### src/rtl/sectrk_pkg.sv
package sectrk_pkg;
  typedef struct packed {
    logic [3:0] tens;
    logic [3:0] ones;
  } dec2_t;

  function automatic dec2_t to_dec2(input int unsigned v);
    dec2_t r;
    r.tens = 4'((v / 10) % 10);
    r.ones = 4'(v % 10);
    return r;
  endfunction
endpackage

### src/rtl/sectrk_sync.sv
module sectrk_sync #(
  parameter int DEPTH = 2
) (
  input  logic clk,
  input  logic rst_n,
  input  logic din,
  output logic rise
);
  logic [DEPTH:0] sh;

  always_ff @(posedge clk) begin
    if (!rst_n) sh <= '0;
    else        sh <= {sh[DEPTH-1:0], din};
  end

  assign rise = sh[DEPTH-1] & ~sh[DEPTH];

  // an edge strobe lasts exactly one cycle
  a_r4_single_strobe: assert property (@(posedge clk) disable iff (!rst_n)
    rise |=> !rise);
endmodule

### src/rtl/sectrk_stretch.sv
module sectrk_stretch #(
  parameter int HOLD = 5_000_000
) (
  input  logic clk,
  input  logic rst_n,
  input  logic trig,
  output logic lamp
);
  localparam int HW = $clog2(HOLD + 1);
  logic [HW-1:0] left;

  always_ff @(posedge clk) begin
    if (!rst_n)          left <= '0;
    else if (trig)       left <= HW'(HOLD);
    else if (left != '0) left <= left - HW'(1);
  end

  assign lamp = (left != '0);

  // a trigger lights the lamp on the next cycle
  a_r8_lamp_on: assert property (@(posedge clk) disable iff (!rst_n)
    trig |=> lamp);
  // the lamp never goes dark right after a trigger
  a_r8_no_early_off: assert property (@(posedge clk) disable iff (!rst_n)
    $fell(lamp) |-> !$past(trig));
endmodule

### src/rtl/sectrk_count.sv
module sectrk_count #(
  parameter int SECTORS = 24,
  parameter int SW      = 5
) (
  input  logic          clk,
  input  logic          rst_n,
  input  logic          idx_rise,
  input  logic          sec_rise,
  output logic [SW-1:0] cnt,
  output logic          aligned,
  output logic          err
);
  localparam logic [SW-1:0] LAST = SW'(SECTORS - 1);

  always_ff @(posedge clk) begin
    if (!rst_n) begin
      cnt     <= '0;
      aligned <= 1'b0;
      err     <= 1'b0;
    end else if (idx_rise) begin
      if (aligned && cnt != LAST) err <= 1'b1;
      aligned <= 1'b1;
      cnt     <= '0;
    end else if (sec_rise) begin
      cnt <= (cnt == LAST) ? '0 : cnt + SW'(1);
    end
  end

  // count stays inside the sector range
  a_r2_in_range: assert property (@(posedge clk) disable iff (!rst_n)
    cnt <= LAST);
  // a lone sector edge steps the count by one with wrap
  a_r2_step: assert property (@(posedge clk) disable iff (!rst_n)
    (sec_rise && !idx_rise) |=>
      cnt == (($past(cnt) == LAST) ? '0 : $past(cnt) + SW'(1)));
  // start-of-track edge zeroes the count, even with a sector edge
  a_r3_index_zero: assert property (@(posedge clk) disable iff (!rst_n)
    idx_rise |=> cnt == '0);
  // without an edge the count holds
  a_r3_hold: assert property (@(posedge clk) disable iff (!rst_n)
    (!idx_rise && !sec_rise) |=> $stable(cnt));
  // valid never drops outside reset
  a_r5_valid_keeps: assert property (@(posedge clk) disable iff (!rst_n)
    aligned |=> aligned);
  // error flag is sticky
  a_r6_err_sticky: assert property (@(posedge clk) disable iff (!rst_n)
    err |=> err);
  // error only rises on a start-of-track edge
  a_r6_err_cause: assert property (@(posedge clk) disable iff (!rst_n)
    $rose(err) |-> $past(idx_rise) && $past(aligned));
endmodule

### src/rtl/sector_tracker.sv
module sector_tracker #(
  parameter int SECTORS     = 24,
  parameter int HOLD_CYCLES = 5_000_000,
  parameter int SYNC_DEPTH  = 2
) (
  input  logic       clk,
  input  logic       rst_n,
  input  logic       index_in,
  input  logic       sector_in,
  output logic [4:0] sector_num,
  output logic [3:0] dec_tens,
  output logic [3:0] dec_ones,
  output logic       pos_valid,
  output logic       count_err,
  output logic       index_lamp,
  output logic       sector_lamp
);
  import sectrk_pkg::*;

  localparam int SW = 5;

  logic          idx_rise, sec_rise;
  logic [SW-1:0] cnt;
  dec2_t         dec;

  sectrk_sync #(.DEPTH(SYNC_DEPTH)) u_sync_idx (
    .clk(clk), .rst_n(rst_n), .din(index_in), .rise(idx_rise));
  sectrk_sync #(.DEPTH(SYNC_DEPTH)) u_sync_sec (
    .clk(clk), .rst_n(rst_n), .din(sector_in), .rise(sec_rise));

  sectrk_count #(.SECTORS(SECTORS), .SW(SW)) u_count (
    .clk(clk), .rst_n(rst_n), .idx_rise(idx_rise), .sec_rise(sec_rise),
    .cnt(cnt), .aligned(pos_valid), .err(count_err));

  sectrk_stretch #(.HOLD(HOLD_CYCLES)) u_lamp_idx (
    .clk(clk), .rst_n(rst_n), .trig(idx_rise), .lamp(index_lamp));
  sectrk_stretch #(.HOLD(HOLD_CYCLES)) u_lamp_sec (
    .clk(clk), .rst_n(rst_n), .trig(sec_rise), .lamp(sector_lamp));

  always_comb dec = to_dec2(int'(cnt));

  assign sector_num = cnt;
  assign dec_tens   = dec.tens;
  assign dec_ones   = dec.ones;

  // the decimal digits agree with the binary count
  a_r7_dec_match: assert property (@(posedge clk) disable iff (!rst_n)
    (int'(dec_tens) * 10 + int'(dec_ones)) == int'(sector_num) && dec_ones <= 4'd9);
  // outputs idle right after reset
  a_r1_reset_clean: assert property (@(posedge clk)
    !rst_n |=> (sector_num == '0 && !pos_valid && !count_err));
endmodule

### config.mk
export PLATFORM = sky130hd
export DESIGN_NAME = sector_tracker
export DESIGN_NICKNAME = d
export VERILOG_FILES = /design/src/rtl/sectrk_pkg.sv /design/src/rtl/sectrk_sync.sv /design/src/rtl/sectrk_stretch.sv /design/src/rtl/sectrk_count.sv /design/src/rtl/sector_tracker.sv
export SDC_FILE = /design/constraint.sdc
export NUM_CORES = 1
export LEC_CHECK = 0
export ABC_CLOCK_PERIOD_IN_PS = 2500
export BUFFER_PORTS_ARGS = -buffer_cell sky130_fd_sc_hd__buf_2
export CAP_MARGIN = 0
export CORE_MARGIN = 4
export CORE_UTILIZATION = 60
export DETAILED_ROUTE_END_ITERATION = 8
export GPL_ROUTABILITY_DRIVEN = 1
export PLACE_DENSITY = 0.86
export SYNTH_ARGS = -nofsm -noshare
export SYNTH_HDL_FRONTEND = slang
export SYNTH_SLANG_ARGS = --single-unit
export TNS_END_PERCENT = 5
### constraint.sdc
create_clock -name clk -period 2.5 [get_ports clk]
set_input_delay 0.125 -clock clk [delete_from_list [all_inputs] [get_ports clk]]
set_output_delay 0.125 -clock clk [all_outputs]
set_load 0.03 [all_outputs]
==> results.cfg <==
[worst_setup_path]
startpoint = u_count.cnt[3]
arrival_ns = 2.23
path_max_fanout = 9
worstSetupStartpointType = flop
top_delay_family_on_crit_path = compound AO/OA/AOI/OAI gates
cp_data_required_time_ns = 2.38
cp_cell_sequence = inv_4, ha_1, inv_1, ha_1, nor2b_1, o221ai_1, a22oi_2, a21oi_1, o22ai_1, buf_4
timing.reg2reg.worst_path_depth = 5
worst_path_max_delay_cell = sky130_fd_sc_hd__dfxtp_4
timing.reg2reg.setup_slack_ns = 0.23
worst_setup_path_category = reg -> out
r2r-start = u_lamp_idx.left[15]
timing.critical_path.mode_cell = sky130_fd_sc_hd__ha_1
worst-path-stages = 10
slowest_delay_ns = 0.40
crit-reg2reg-capture = u_lamp_idx.left[4]
crit_path_end = dec_ones[2]
timing.critical_path.to_type = output pin
buffers_and_inverters_on_the_worst_path = 3

[clocking]
cts.htree.levels = 3
clk_path_buf_depth = 2
clock_sinks = 59
cts_buffers = 9
cts_tree = done
clk_pin_slew_ns = 0.06
clkLatencyLatePin_ns = 0.34
cts_root_buffer = sky130_fd_sc_hd__clkbuf_8

[pwr]
post-layout-total-power_w = 0.00495
power-per-cell-area_nw_per_um2 = 1450
vdd.ir_drop.worst_uv = 794
leakage_nw = 1.33

[timing]
whs_ns = -0.00289
rsz0062_at_grt = yes
finalCriticalPeriod_ns = 2.36
hold_viol = 1
worst_clock_skew_ns = 0.00388
timing_max_transition_violations_final = 0
finalCritPeriodShare_pct = 94.3
timing.fmax_ghz = 0.424
final.setup.tns_ns = 0
worst_pin_slew_ns = 0.652
max-slew-margin-rel_pct = 56.5
timing.final.setup_violations = 0

[finish]
area_growth_pct = 11.0
final_net_count = 395
drive_gt1_share_pct = 16.3
diodes = 0
layoutNonFillerInstCount = 454

[global_routing]
antenna_found_initial = 0
maximum_number_of_pins_on_one_net_before_global_route_repair = 16
wire_length_of_the_first_global_routing_pass_um = 10900
grt_pass1_vias = 2479
track_usage_pct = 21.8
grt_overflow_total = 0

[hold_path]
hp-class = in -> reg

[floorplanning]
num_rows = 25
io_pins = 21
starting_density_pct = 63.6
die_w_um = 79.7
die_area_um2 = 6350
floorplan.die.height_um = 79.7
coreArea_um2 = 4850

[routing]
detail_route.wirelength_um = 6420
detail_route.vias_per_cell = 5.95
wire_per_inst_um = 14.1
route.antenna.remaining_nets = 0
drtPass1Iterations = 4
route.detailed.drc = 0
route.vias.total = 2700
detail_route.iter0.violations = 181

[logic_synthesis]
synth_instances = 361
netlist_area_um2 = 3080
synth-main-ff-cell = sky130_fd_sc_hd__dfxtp_1
yosysSeqAreaShare_pct = 38.3
syn_area_per_cell_um2 = 8.54
synth.lib_cells_used.distinct = 59
yosysWarnings = 0
synth_seq_cells = 59
ys_async_sr_fraction_pct = 0
synth_enable_flop_cells = 0

[placement]
gp_congestion = 0.807
place.detailed.hpwl_um = 4320
numPlacedInstances = 436
place.port_buffers = 18

[outcome]
status = finished with violations
violations = negative hold slack

[flow_run]
max_cap_violations = 0
==> how the worst min path moves through the flow <==
stage | from | to | cells past startpoint
after global placement | index_in | u_sync_idx.sh[0] | 2
after floorplan | index_in | u_sync_idx.sh[0] | 1
after detailed placement | sector_in | u_sync_sec.sh[0] | 2
final | index_in | u_sync_idx.sh[0] | 2
after CTS | index_in | u_sync_idx.sh[0] | 2
after global routing | index_in | u_sync_idx.sh[0] | 2
==> routing by layer <==
metal / routed length (um) / track usage (%) / share of wire (%) / vias to the layer above
met5: 0 / 0 / 0 / -
met4: 71 / 9.28 / 1.1 / 0
met3: 376 / 6.43 / 5.9 / 5
met2: 3070 / 35.1 / 48 / 77
met1: 2900 / 27.0 / 45 / 1285
li1: - / - / - / 1333
==> synthesized netlist by cell type (all sizes together) (2+ instances only) <==
cell     count  area [um2]
buf          8        53.8
ha           9         113
or3          6        43.8
o41ai        2        17.5
o31a         2        17.5
o21a         2        15.0
nor2b        4        25.0
or2          4        25.0
nor3b        2        15.0
nor4         9        83.8
a21boi       2        15.0
nand3b       3        22.5
a2111oi      2        17.5
a21oi       29         145
and4         2        17.5
nand3        9        45.0
a31o         3        26.3
a21o         4        30.0
dfxtp       59        1180
a211oi       5        37.5
nand2       17        63.8
nor3        16        80.1
clkbuf       9        33.8
inv         15        56.3
and2         6        37.5
or4          9        82.6
xnor2       21         184
nand2b       4        25.0
nor2        45         169
nor4b        2        23.8
mux2i        2        20.0
nand4        4        25.0
o31ai        2        15.0
a31oi        6        37.5
xor2         9        78.8
o21ai       10        50.1
o211ai       6        45.0
==> what timing repair did <==
item / in CTS / in global routing
hold buffers: 1 / 0
hold endpoints to repair: 1 / 0
setup buffers: 0 / 1
pin swaps: 1 / 3
gates resized for setup: 3 / 11
endpoints found under the setup margin: 4 / 6
==> layout by cell type (no fill, tap or decap), types with 8 or more instances in the layout <==
master,instances
sky130_fd_sc_hd__nor2_1,45
sky130_fd_sc_hd__buf_4,9
sky130_fd_sc_hd__o21ai_0,8
sky130_fd_sc_hd__a21oi_1,29
sky130_fd_sc_hd__nand3_1,9
sky130_fd_sc_hd__xor2_1,9
sky130_fd_sc_hd__buf_2,16
sky130_fd_sc_hd__nand2_1,17
sky130_fd_sc_hd__nor3_1,15
sky130_fd_sc_hd__ha_1,9
sky130_fd_sc_hd__clkbuf_8,9
sky130_fd_sc_hd__xnor2_1,21
sky130_fd_sc_hd__inv_1,13
sky130_fd_sc_hd__dfxtp_1,57
==> logic make-up after synthesis <==
group                      share of synthesized area [%]
AOI/OAI and AO/OA                                   16.7
xor gates and xnor gates                            8.53
adders and majority gates                           3.65
buffers and inverters                               4.67
DFF                                                 38.3
muxes                                              0.650
other                                              0.122
and+or+nand+nor                                     27.3
==> registers in the layout, summed over array words and instances (netlist names) <==
| signal | count |
|---|---|
| u_count.cnt | 5 |
| u_sync_sec.sh | 3 |
| u_lamp_idx.left | 23 |
| u_lamp_sec.left | 23 |
| u_count.aligned | 1 |
| u_count.err | 1 |
| u_sync_idx.sh | 3 |
==> area by class of cell <==
cell class,count,area [um2]
well taps,67,83.8
fillers,374,1430
flip-flops and latches,59,1190
repair buffers,26,158
multi-input cells,271,1780
inverters,15,58.8
clock inverters,3,15.0
clock buffers,13,139
==> where the power goes <==
group	switching (W)	total, W	internal, W
Combinational	0.00154	0.00271	0.00117
Sequential	0.000283	0.00151	0.00123
Clock	0.000371	0.000726	0.000356
Total	0.00219	0.00495	0.00275
==> through the flow <==
stage / worst slack, ns / area (um2) / hold slack (ns) / utilization [%]
5_1_grt: -0.0447 / 3420 / 0.00182 / 70.5
3_3_place_gp: 0.230 / 3220 / 0.332 / 66.3
3_5_place_dp: 0.150 / 3220 / 0.341 / 66.3
4_1_cts: 0.00489 / 3390 / 0.00102 / 69.9
2_1_floorplan: -0.0386 / 3090 / 0.252 / -
6_report: 0.142 / 3420 / -0.00289 / 70.5
Note: power is estimated with default switching activity, not from simulation.
